$ cat src/rtl/dsr_pkg.sv
package dsr_pkg;

  localparam int unsigned NREG     = 32;
  localparam int unsigned NIO      = 64;
  localparam int unsigned NEXT     = 5;
  localparam int unsigned NSPEC    = 8;
  localparam int unsigned SPEC_LO  = NIO - NSPEC;
  localparam int unsigned PORT_W   = $clog2(NIO);
  localparam int unsigned SEL_W    = $clog2(NSPEC);

  typedef enum logic [1:0] {
    RGN_GPR   = 2'd0,
    RGN_SPEC  = 2'd1,
    RGN_IOMEM = 2'd2,
    RGN_DATA  = 2'd3
  } region_e;

  localparam logic [SEL_W-1:0] SEL_JUMP = 3'd4;
  localparam logic [SEL_W-1:0] SEL_SPL  = 3'd5;
  localparam logic [SEL_W-1:0] SEL_SPH  = 3'd6;
  localparam logic [SEL_W-1:0] SEL_SREG = 3'd7;

  function automatic region_e classify(input logic [31:0] a);
    region_e r;
    if (a < NREG)                r = RGN_GPR;
    else if (a < NREG + SPEC_LO) r = RGN_IOMEM;
    else if (a < NREG + NIO)     r = RGN_SPEC;
    else                         r = RGN_DATA;
    return r;
  endfunction

  function automatic logic [23:0] place_ext(input logic [7:0] b);
    return {b, 16'h0000};
  endfunction

  function automatic logic [23:0] bus_target(input region_e r,
                                             input logic [PORT_W-1:0] port,
                                             input logic [31:0] a,
                                             input logic [23:0] io_base,
                                             input logic [23:0] data_base);
    logic [23:0] t;
    if (r == RGN_IOMEM) t = io_base + 24'(port);
    else                t = data_base + a[23:0];
    return t;
  endfunction

endpackage

$ cat src/rtl/dsr_decode.sv
module dsr_decode
  import dsr_pkg::*;
#(
  parameter int unsigned ADDR_W = 16
) (
  input  logic [ADDR_W-1:0] addr,
  output region_e           rgn,
  output logic [PORT_W-1:0] port,
  output logic [SEL_W-1:0]  sel,
  output logic [31:0]       addr_ext
);

  assign addr_ext = 32'(addr);
  assign rgn      = classify(addr_ext);
  assign port     = PORT_W'(addr_ext - 32'(NREG));
  assign sel      = port[SEL_W-1:0];

endmodule

$ cat src/rtl/dsr_core_regs.sv
module dsr_core_regs
  import dsr_pkg::*;
#(
  parameter logic [15:0] SP_INIT = 16'h00FF
) (
  input  logic                      clk,
  input  logic                      rst_n,
  input  logic                      wr_en,
  input  logic [SEL_W-1:0]          sel,
  input  logic [7:0]                wbyte,
  input  logic [NEXT:0]             straps,
  input  logic [7:0]                sreg_rdata,
  output logic [NEXT-1:0][23:0]     ext_q,
  output logic [15:0]               sp_q,
  output logic [7:0]                rd_byte,
  output logic                      sreg_we,
  output logic [7:0]                sreg_wdata
);

  logic [NEXT-1:0][7:0] ext_b;

  for (genvar g = 0; g < NEXT; g++) begin : g_ext
    logic [7:0] q;
    logic       en;
    if (g == NEXT - 1) begin : g_free
      assign en = 1'b1;
    end else begin : g_gated
      assign en = straps[g];
    end
    always_ff @(posedge clk or negedge rst_n) begin
      if (!rst_n)                                     q <= 8'h00;
      else if (wr_en && sel == SEL_W'(g) && en)       q <= wbyte;
    end
    assign ext_b[g] = q;
    assign ext_q[g] = place_ext(q);
  end

  logic wide_sp;
  assign wide_sp = straps[NEXT-1];

  always_ff @(posedge clk or negedge rst_n) begin
    if (!rst_n) begin
      sp_q <= SP_INIT;
    end else if (wr_en) begin
      if (sel == SEL_SPL)                 sp_q[7:0]  <= wbyte;
      else if (sel == SEL_SPH && wide_sp) sp_q[15:8] <= wbyte;
    end
  end

  always_comb begin
    case (sel)
      SEL_SPL:  rd_byte = sp_q[7:0];
      SEL_SPH:  rd_byte = sp_q[15:8];
      SEL_SREG: rd_byte = sreg_rdata;
      default:  rd_byte = ext_b[sel[2:0] < 3'(NEXT) ? sel : '0];
    endcase
  end

  assign sreg_we    = wr_en && (sel == SEL_SREG);
  assign sreg_wdata = wbyte;

endmodule

$ cat src/rtl/dsr_bus_port.sv
module dsr_bus_port
  import dsr_pkg::*;
#(
  parameter logic [23:0] IO_BASE   = 24'h80_0020,
  parameter logic [23:0] DATA_BASE = 24'h80_0000
) (
  input  logic               req,
  input  logic               we,
  input  region_e            rgn,
  input  logic [PORT_W-1:0]  port,
  input  logic [31:0]        addr_ext,
  input  logic [7:0]         wbyte,
  input  logic               mem_ready,
  output logic               mem_req,
  output logic               mem_we,
  output logic [23:0]        mem_addr,
  output logic [7:0]         mem_wdata,
  output logic               wait_bus
);

  logic to_bus;
  assign to_bus    = (rgn == RGN_IOMEM) || (rgn == RGN_DATA);
  assign mem_req   = req && to_bus;
  assign mem_we    = mem_req && we;
  assign mem_addr  = bus_target(rgn, port, addr_ext, IO_BASE, DATA_BASE);
  assign mem_wdata = wbyte;
  assign wait_bus  = mem_req && !mem_ready;

endmodule

$ cat src/rtl/dspace_router.sv
module dspace_router
  import dsr_pkg::*;
#(
  parameter logic [23:0] IO_BASE   = 24'h80_0020,
  parameter logic [23:0] DATA_BASE = 24'h80_0000,
  parameter logic [15:0] SP_INIT   = 16'h00FF
) (
  input  logic        clk,
  input  logic        rst_n,
  input  logic        core_req,
  input  logic        core_we,
  input  logic [15:0] core_addr,
  input  logic [15:0] core_wdata,
  output logic [7:0]  core_rdata,
  output logic        core_done,
  output logic        core_stall,
  input  logic [4:0]  feat_straps,
  output logic [4:0]  gpr_idx,
  output logic        gpr_we,
  output logic [7:0]  gpr_wdata,
  input  logic [7:0]  gpr_rdata,
  input  logic [7:0]  sreg_rdata,
  output logic        sreg_we,
  output logic [7:0]  sreg_wdata,
  output logic        mem_req,
  output logic        mem_we,
  output logic [23:0] mem_addr,
  output logic [7:0]  mem_wdata,
  input  logic [7:0]  mem_rdata,
  input  logic        mem_ready,
  output logic [23:0] page_d_o,
  output logic [23:0] page_x_o,
  output logic [23:0] page_y_o,
  output logic [23:0] page_z_o,
  output logic [23:0] jump_page_o,
  output logic [15:0] sp_o
);

  region_e            rgn;
  logic [PORT_W-1:0]  port;
  logic [SEL_W-1:0]   spec_sel;
  logic [31:0]        addr_ext;
  logic [7:0]         wbyte;
  logic [7:0]         unused_wd_hi;
  logic               acc_gpr, acc_spec, acc_mem, spec_wr;
  logic [7:0]         spec_rd;
  logic [NEXT-1:0][23:0] ext_q;

  assign wbyte        = core_wdata[7:0];
  assign unused_wd_hi = core_wdata[15:8];

  dsr_decode #(.ADDR_W(16)) u_dec (
    .addr     (core_addr),
    .rgn      (rgn),
    .port     (port),
    .sel      (spec_sel),
    .addr_ext (addr_ext)
  );

  assign acc_gpr  = core_req && (rgn == RGN_GPR);
  assign acc_spec = core_req && (rgn == RGN_SPEC);
  assign acc_mem  = core_req && (rgn == RGN_IOMEM || rgn == RGN_DATA);
  assign spec_wr  = acc_spec && core_we;

  dsr_core_regs #(.SP_INIT(SP_INIT)) u_regs (
    .clk        (clk),
    .rst_n      (rst_n),
    .wr_en      (spec_wr),
    .sel        (spec_sel),
    .wbyte      (wbyte),
    .straps     (feat_straps),
    .sreg_rdata (sreg_rdata),
    .ext_q      (ext_q),
    .sp_q       (sp_o),
    .rd_byte    (spec_rd),
    .sreg_we    (sreg_we),
    .sreg_wdata (sreg_wdata)
  );

  logic wait_bus;

  dsr_bus_port #(.IO_BASE(IO_BASE), .DATA_BASE(DATA_BASE)) u_bus (
    .req       (core_req),
    .we        (core_we),
    .rgn       (rgn),
    .port      (port),
    .addr_ext  (addr_ext),
    .wbyte     (wbyte),
    .mem_ready (mem_ready),
    .mem_req   (mem_req),
    .mem_we    (mem_we),
    .mem_addr  (mem_addr),
    .mem_wdata (mem_wdata),
    .wait_bus  (wait_bus)
  );

  assign gpr_idx   = core_addr[4:0];
  assign gpr_we    = acc_gpr && core_we;
  assign gpr_wdata = wbyte;

  always_comb begin
    if (acc_gpr)       core_rdata = gpr_rdata;
    else if (acc_spec) core_rdata = spec_rd;
    else               core_rdata = mem_rdata;
  end

  assign core_stall = wait_bus;
  assign core_done  = core_req && !wait_bus;

  assign page_d_o    = ext_q[0];
  assign page_x_o    = ext_q[1];
  assign page_y_o    = ext_q[2];
  assign page_z_o    = ext_q[3];
  assign jump_page_o = ext_q[4];

endmodule

$ cat config.mk
export PLATFORM = sky130hd
export DESIGN_NAME = dspace_router
export DESIGN_NICKNAME = d
export VERILOG_FILES = /design/src/rtl/dsr_pkg.sv /design/src/rtl/dsr_decode.sv /design/src/rtl/dsr_core_regs.sv /design/src/rtl/dsr_bus_port.sv /design/src/rtl/dspace_router.sv
export SDC_FILE = /design/constraint.sdc
export NUM_CORES = 1
export LEC_CHECK = 0
export BUFFER_PORTS_ARGS = -buffer_cell sky130_fd_sc_hd__buf_2
export CAP_MARGIN = 20
export CORE_MARGIN = 2
export CORE_UTILIZATION = 35
export CTS_BUF_LIST = sky130_fd_sc_hd__clkbuf_4 sky130_fd_sc_hd__clkbuf_8
export DETAILED_ROUTE_END_ITERATION = 8
export PLACE_DENSITY = 0.77
export REMOVE_ABC_BUFFERS = 1
export SYNTH_ARGS = -nofsm -noshare
export SYNTH_HDL_FRONTEND = slang
export SYNTH_SLANG_ARGS = --single-unit
$ cat constraint.sdc
create_clock -name clk -period 1.95 [get_ports clk]
set_input_delay 0.2925 -clock clk [delete_from_list [all_inputs] [get_ports clk]]
set_output_delay 0.2925 -clock clk [all_outputs]
set_load 0.01 [all_outputs]
* After elaboration in Yosys (flattened, before gate mapping)
Cells that the tools add are included.
** Cells by class
- Equality and inequality tests :: 10
- Order comparisons :: 5
- Bitwise logic cells :: 1
- Add/subtract/negate cells :: 3
- Reduce and logical (&&, ||, !) cells :: 26
- Mux-type cells :: 10
** Operators by type and width (count)
- less-than comparator 16 x 7 -> 1 bit, second input constant :: 2
- adder 24 x 16 -> 24 bit, first input constant :: 1
- adder 24 x 6 -> 24 bit, first input constant :: 1
- binary-select mux 8 bit (select 3 bit) :: 1
- 2-to-1 mux 24 bit :: 1
- 2-to-1 mux 8 bit :: 3
- case mux 8 bit (3 select lines) :: 1
- logical AND 1 bit :: 19
- less-than comparator 16 x 6 -> 1 bit, second input constant :: 1
- equality test 3 bit, second input constant :: 4
- equality test 3 x 2 -> 1 bit, second input constant :: 2
- 2-to-1 mux 2 bit :: 3
- subtractor 6 bit, second input constant :: 1
- equality test 2 bit, second input constant :: 2
- less-than comparator 3 x 4 -> 1 bit, second input constant :: 1
- equality test 3 x 1 -> 1 bit, second input constant :: 1
- logical NOT 3 bit :: 1
- less-than comparator 3 bit, second input constant :: 1
- 2-to-1 mux 3 bit :: 1
- AND reduction 3 bit :: 1
- equality test 2 x 1 -> 1 bit, second input constant :: 1
- logical NOT 1 bit :: 2
- logical NOT 2 bit :: 1
- AND reduction 2 bit :: 1
- other kinds (2) :: 2
** Word-level totals
- Register bits :: 56
- Output and inout bits :: 203
- Word-level logic and storage cells :: 62

* Longest topological paths before layout
Gate-level depths: netlist (run 1).
- Word-level depth :: 10
- Gate-level depth with buffers :: 6

* Hierarchy
Synthesis (run 1) repeated with hierarchy kept, for this count alone.
** Unflattened totals
- Cell total of the unflattened synthesis :: 370
- Area total of the unflattened synthesis :: 4369.2 um^2
** By module, submodules not included
- dsr_core_regs :: cells each 243, times used 1, area an instance 3300.7 um^2, sequential area each 1411.4 um^2
- dspace_router :: cells each 37, times used 1, area an instance 389.1 um^2, sequential area each 0.0 um^2
- dsr_decode :: cells each 50, times used 1, area an instance 362.8 um^2, sequential area each 0.0 um^2
- dsr_bus_port :: cells each 40, times used 1, area an instance 316.6 um^2, sequential area each 0.0 um^2

* Worst setup path after synthesis (run 1)
OpenSTA, ideal clock, no wires.
- Kind :: input -> output
- From :: input core_addr[11]
- To :: output core_rdata[0]
- Data arrival time :: 1.887 ns
- Required time :: 1.657 ns
- Path slack :: -0.230 ns
- Stages on the path :: 5
- Cells stage by stage :: or4_4 or4_1 clkbuf_2 buf_6 o22ai_1
** On the way
- Cells in the longest elaborated chain, start to end :: 8
- Elaborated cells on any way between the ends :: 12
** RTL lines
- from (decl) :: RTL line dspace_router.sv:12 : input logic [15:0] core_addr,
- less-than comparator 16 x 7 -> 1 bit :: RTL line dsr_pkg.sv:27 : else if (a < NREG + NIO) r = RGN_SPEC;
- 2-to-1 mux 2 bit :: RTL line dsr_pkg.sv:27
- 2-to-1 mux 2 bit :: RTL line dsr_pkg.sv:26 : else if (a < NREG + SPEC_LO) r = RGN_IOMEM;
- 2-to-1 mux 2 bit (*) :: RTL line dsr_pkg.sv:25 : if (a < NREG) r = RGN_GPR;
- equality test 2 x 1 -> 1 bit :: RTL line dspace_router.sv:61 : assign acc_spec = core_req && (rgn == RGN_SPEC);
- logical AND 1 bit :: RTL line dspace_router.sv:61
- 2-to-1 mux 8 bit :: RTL line dspace_router.sv:103 : else if (acc_spec) core_rdata = spec_rd;
- 2-to-1 mux 8 bit (*) :: RTL line dspace_router.sv:102 : if (acc_gpr) core_rdata = gpr_rdata;
- to (decl) :: RTL line dspace_router.sv:14 : output logic [7:0] core_rdata,
Mark *: on every way between the ends. The rest lies on a longest branch, timed or not.

* Final worst setup path (run 1)
- From :: input core_addr[9]
- To :: output core_rdata[5]
Same word-level chain as after synthesis.

==> flow_metrics.tcl, run 1 <==
set metrics [dict create \
    io_pins 269 \
    rsz0062_at_grt "yes" \
    drive_gt1_share_pct 59.27 \
    syn_area_per_cell_um2 10.81 \
    vias_per_cell 4.552 \
    final_area_um2 4881 \
    ys_seq_area_share_pct 35.68 \
    netSwitchingFraction_pct 27.89 \
    crit_arrival_ns 1.98 \
    rows 38 \
    place_congestion 0.7797 \
    synth-edff-count 0 \
    vias 2995 \
    fin_crit_sh_pct 116.5 \
    p_int_uw 1625 \
    synth_area_leader_cell "dfrtp_1" \
    drc 0 \
    crit_fanout 17 \
    grt_pass1_vias 2722 \
    ir_worst_vdd_uv 430.8 \
    synthCells 366 \
    wire_per_inst_um 16.78 \
    crit_end "core_rdata[5]" \
    grt_max_degree 57 \
    synth_top_area_share_pct 30.37 \
    synthArstFlopShare_pct 100.0 \
    root_buffer "clkbuf_8" \
    grt_first_pass_wirelength_um 14960 \
    pwr-share-comb_pct 18.3 \
    antenna_found_initial 0 \
    drt.antenna.violating_nets 0 \
    post-synth-top-count-cell "buf_4" \
    synth_cell_types 37 \
    r2r-start "u_regs.g_ext[4].q[4]" \
    drt_pass1_iterations 4 \
    max_stage_delay_ns 0.54 \
    place_inst 640 \
    setup_viol 64 \
    hold_violations 0 \
    synth_warnings 0 \
    outcome "finished with violations" \
    crit_chain "buf_6 > or4_4 > or4_4 > buf_12 > o21ai_0 > o22ai_1 > buf_2" \
    p_leak_uw 0.002745 \
    power_frac_clock_pct 30.2 \
    p_seq_share_pct 51.6 \
    violations "setup timing" \
    required_ns 1.66 \
    die_y_um 110.3 \
    crit_buf_inv 3 \
    core_area_um2 10940 \
    start_util_pct 36.17 \
    diodes 0 \
    cts_tree "built" \
    synth_ff_type "dfrtp_1" \
    dpl.hpwl_um 8420 \
    port_buffers 172 \
    netlist_area_um2 3955 \
    cts_hold_buf 0 \
    place_area_um2 4527 \
    cpLargestDelayFamily "simple AND/OR/NAND/NOR gates" \
    worstSetupPathType "in2out" \
    cp-start-kind "primary input" \
    r2r_slack_ns 1.15 \
    cts-htree-levels 2 \
    cp.depth 7 \
    fmax_mhz 440.3 \
    tightest_slew_ns 0.7091 \
    fin_ws_ns -0.3209 \
    holdCritPathClass "in2async" \
    numCtsBuffers 5 \
    cap_viol_max_count 0 \
    fin_cells 658 \
    layout_min_cycle_time_ns 2.271 \
    synth_top_cells_by_area "dfrtp_1, buf_4, mux2_2" \
    cpMostUsedCell "or4_4" \
    clock_latency_ns 0.30 \
    slew_viol_final 0 \
    r2r_end "u_regs.g_ext[4].q[4]" \
    wirelength_um 11040 \
    path_clk_slew_ns 0.09 \
    critPathCaptureType "output port" \
    crit_start "core_addr[9]" \
    synth-seq-cells 56 \
    fp.dieW_um 110.3 \
    cts_sinks 56 \
    maxSlewHeadroom_pct 52.72 \
    nets 583 \
    drt_iter0_drc 117 \
    overflow 0 \
    switchingPower_uw 628.4 \
    area_delta_synth_final_pct 23.41 \
    cts_buffer_depth 2 \
    cp_slowest_cell "or4_4" \
    finClkSkew_ns 0 \
    power_density_nw_per_um2 461.6 \
    grt_usage_pct 16.99 \
    synth_common_cells "buf_4, mux2_2, dfrtp_1, clkbuf_1, nand2_1" \
    worstRegToRegCells 1 \
    dieArea_um2 12170 \
]
==> cells in the final DEF, fill, tap and decap left out, types with 3 or more instances in the layout <==
| master | count |
|---|---|
| buf_12 | 8 |
| mux2_4 | 16 |
| buf_2 | 169 |
| buf_4 | 19 |
| nand2_1 | 13 |
| nor2_1 | 8 |
| o22ai_1 | 6 |
| dfstp_2 | 8 |
| mux2_2 | 41 |
| and3_1 | 7 |
| clkbuf_8 | 6 |
| mux2i_1 | 5 |
| buf_6 | 10 |
| or4_4 | 3 |
| conb_1 | 88 |
| o21ai_1 | 3 |
| and4_4 | 4 |
| inv_1 | 10 |
| mux4_2 | 12 |
| nand2b_1 | 3 |
| o21ai_0 | 3 |
| dfrtp_1 | 48 |
==> registers in the layout, indices dropped and copies added, names as in the netlist <==
signal and count:
u_regs.sp_q 16, u_regs.g_ext.q 40
==> area by class of cell <==
type / count / area, um^2
flip-flops and latches: 56 / 1411
fillers: 1027 / 6055
well taps: 140 / 175.2
clock buffers: 8 / 97.59
repair buffers: 206 / 1261
multi-input cells: 238 / 1898
inverters: 10 / 37.54
==> logic make-up after synthesis <==
kind of cell / Yosys count / share of synthesized area [%]
buffers and inverters: 158 / 27.62
AO/OA/AOI/OAI: 22 / 3.575
flip-flops: 56 / 35.68
other: 2 / 0.1899
multiplexers: 74 / 24.33
AND/OR/NAND/NOR: 54 / 8.605
==> what timing repair did <==
action,CTS,global route
gates resized for setup,35,10
endpoints found under the setup margin,54,70
pin swaps,6,3
gates cloned,1,0
hold endpoints to repair,0,0
buffers inserted,7,2
==> worst min path at each step <==
stage | from | end | slack (ns) | depth (start not counted)
3_5_place_dp | rst_n | u_regs.g_ext[3].q[6] | 0.47 | 2
6_report | rst_n | u_regs.g_ext[3].q[6] | 0.11 | 2
5_1_grt | rst_n | u_regs.g_ext[3].q[2] | 0.17 | 2
3_3_place_gp | rst_n | u_regs.g_ext[3].q[6] | 0.46 | 2
4_1_cts | rst_n | u_regs.g_ext[3].q[6] | 0.13 | 2
2_1_floorplan | rst_n | u_regs.g_ext[0].q[0] | -0.003 | 0
==> power groups by stage <==
stage / clock (uW) / sequential, uW / combinational [uW]
4_1_cts: 699 / 1160 / 404
3_5_place_dp: 0 / 1180 / 393
5_1_grt: 738 / 1160 / 460
6_report: 680 / 1160 / 411
3_3_place_gp: 0 / 1180 / 388
2_1_floorplan: 0 / 1180 / 141
==> metal layers <==
metal / vias up / share of wire (%) / global-route usage (%)
met5: - / 0 / 0
met4: 0 / 1.9 / 5.804
met3: 11 / 7.9 / 2.646
met2: 175 / 50 / 29.45
met1: 1470 / 41 / 21.54
li1: 1339 / - / -
==> metrics by stage <==
stage / TNS (ns) / util [%] / hold slack [ns] / worst slack [ns] / power [uW]
3_5_place_dp: -24.76 / 41.40 / 0.4664 / -0.4464 / 1577
4_1_cts: -8.890 / 44.03 / 0.1277 / -0.3449 / 2265
5_1_grt: -9.928 / 44.63 / 0.1661 / -0.4196 / 2360
2_1_floorplan: -10.37 / - / -0.003091 / -0.3504 / 1325
6_report: -6.592 / 44.63 / 0.1091 / -0.3209 / 2253
3_3_place_gp: -23.32 / 41.40 / 0.4569 / -0.4324 / 1571
Note: power is estimated with default switching activity, not from simulation.
==> run 2, diff against run 1 <==
- PLACE_DENSITY: 0.77 -> 0.75
- SYNTH_HIERARCHICAL: unset -> 1
==> run 2 against run 1 <==
Effect of this change: the flow still finishes with violations (setup timing); sequential share of layout area shrank 5.4 points; global-route usage up 1.1 points; die area is 8.5% higher; maximum frequency decreased by 9.6%; register-to-register slack worse by 0.20 ns; clock skew did not move; via count grew 7.1%; first-iteration DRC count decreased by 14%; non-clock buffer count rose by 67; sequential power hardly changed; combinational power up 23%; largest power group unchanged; highest routed layer unchanged.
==> flow_metrics.tcl, run 2 <==
set metrics [dict create \
    outcome "finished with violations" \
    violations "setup timing" \
    fin_crit_sh_pct 128.8 \
    fin_ws_ns -0.5625 \
    slew_viol_final 0 \
    syn_area_per_cell_um2 11.93 \
    io_pins 269 \
    start_util_pct 35.84 \
    critPathCaptureType "output port" \
    whs_ns 0.3373 \
    rsz0062_at_grt "yes" \
    post-place-ws_ns -0.8278 \
    dieArea_um2 13200 \
    cts_sinks 56 \
    rows 40 \
    holdCritPathClass "in2reg" \
    cts_buffer_depth 2 \
    cap_viol_max_count 0 \
    antenna_found_initial 0 \
    root_buffer "clkbuf_8" \
    finClkSkew_ns 0 \
    synthCells 361 \
    overflow 0 \
    globalRouteMet3Util_pct 2.583 \
    setup_viol 86 \
    grt_usage_pct 18.05 \
    path_clk_slew_ns 0.10 \
    final_common_cell "buf_2" \
    fmax_mhz 398.0 \
    fin_tns_setup_ns -39.09 \
    die_y_um 114.9 \
    power_density_nw_per_um2 449.8 \
    drt_iter0_drc 101 \
    synth_warnings 6 \
    wirelength_um 12550 \
    cp_slowest_cell "or4_4" \
    largest_register_ffs 40 \
    drt.antenna.violating_nets 0 \
    grt_first_pass_wirelength_um 17790 \
    nets 641 \
    diodes 0 \
    dpl.hpwl_um 9171 \
    wire_per_inst_um 17.36 \
    drive_gt1_share_pct 72.74 \
    place_congestion 0.8253 \
    vias 3208 \
    hp-start "core_wdata[6]" \
    busiest_layer "met2" \
    numCtsBuffers 5 \
    grt_use_met1_pct 21.00 \
    vias_per_cell 4.437 \
    cp-start-kind "primary input" \
    crit_arrival_ns 2.22 \
    final_cell_mix "buf_2, conb_1, buf_4, mux2_2, dfrtp_1" \
    crit_chain "buf_6 > or4_4 > nor4_4 > o211ai_1 > nor2b_2 > and3_4 > buf_6 > and4_4 > buf_6" \
    final_util_pct 50.07 \
    r2r_slack_ns 0.95 \
    drc 0 \
    cpMostUsedCell "buf_6" \
    use_met2_pct 33.14 \
    drt_pass1_iterations 4 \
    r2r-start "u_regs/g_ext[3].q[4]" \
    max_stage_delay_ns 0.54 \
    netlist_area_um2 4305 \
    hold_violations 0 \
    grt_pass1_vias 3196 \
    required_ns 1.66 \
    port_buffers 172 \
    top_register "u_regs/g_ext.q" \
    top_regs "u_regs/g_ext.q (40), u_regs/sp_q (16)" \
    crit_fanout 2 \
    p_leak_uw 0.003433 \
    area_delta_synth_final_pct 39.70 \
    crit_start "core_addr[9]" \
    cts-htree-levels 2 \
    core_area_um2 12010 \
    grt_max_degree 21 \
    layout_min_cycle_time_ns 2.512 \
    fp.dieW_um 114.9 \
    ir_worst_vdd_uv 443.6 \
    worstSetupPathType "in2out" \
    cts_tree "built" \
    clock_latency_ns 0.31 \
]
## run 2: layer usage
| layer | up-vias | routed length [um] |
|---|---|---|
| met5 | - | 0 |
| li1 | 1443 | - |
| met4 | 0 | 397 |
| met2 | 176 | 6645 |
| met1 | 1566 | 4732 |
| met3 | 23 | 778 |
## run 2: power breakdown
part           internal (uW)  switching (uW)
Sequential              1160           0.354
Clock                    642             396
Combinational            225             280
Total                   2030             677
## run 2: worst max-delay path, delay by kind of cell
kind / cells / cell delay, ns
AO/OA/AOI/OAI: 1 / 0.21
buffers and inverters: 3 / 0.29
AND/OR/NAND/NOR: 5 / 1.43
## run 2: cell type report
cell class,instances,area [um^2]
Fill cell,1039,5997
Multi-Input combinational cell,236,2235
Timing Repair Buffer,273,2014
Sequential cell,56,1411
Tap cell,147,183.9
Clock inverter,3,90.09
Clock buffer,5,68.82
Inverter,3,11.26
## run 2: path summary, 6_finish.rpt
kind                                   endpoint  cells past startpoint
min in group asynchronous  u_regs/g_ext[1].q[0]                      2
hold / removal             u_regs/g_ext[4].q[6]                      2
hold reg to reg            u_regs/g_ext[1].q[2]                      2
max in group asynchronous        u_regs/sp_q[6]                      3
setup reg to reg           u_regs/g_ext[3].q[4]                      3
setup / recovery                        sreg_we                      9
## run 2: through the flow
step	std cells	cell area, um^2	power (uW)
after detailed placement	701	5299	1614
final	723	6015	2706
after CTS	722	5949	2707
after global placement	701	5299	1610
after floorplan	295	3486	1358
after global routing	723	6015	2815
## run 2: what timing repair did
item	in CTS	in global routing
endpoints found under the setup margin	86	86
endpoints found under the hold margin	14	0
setup buffers	11	4
cloned	2	0
hold buffers	1	0
gates resized for setup	80	13
pin swaps	17	3
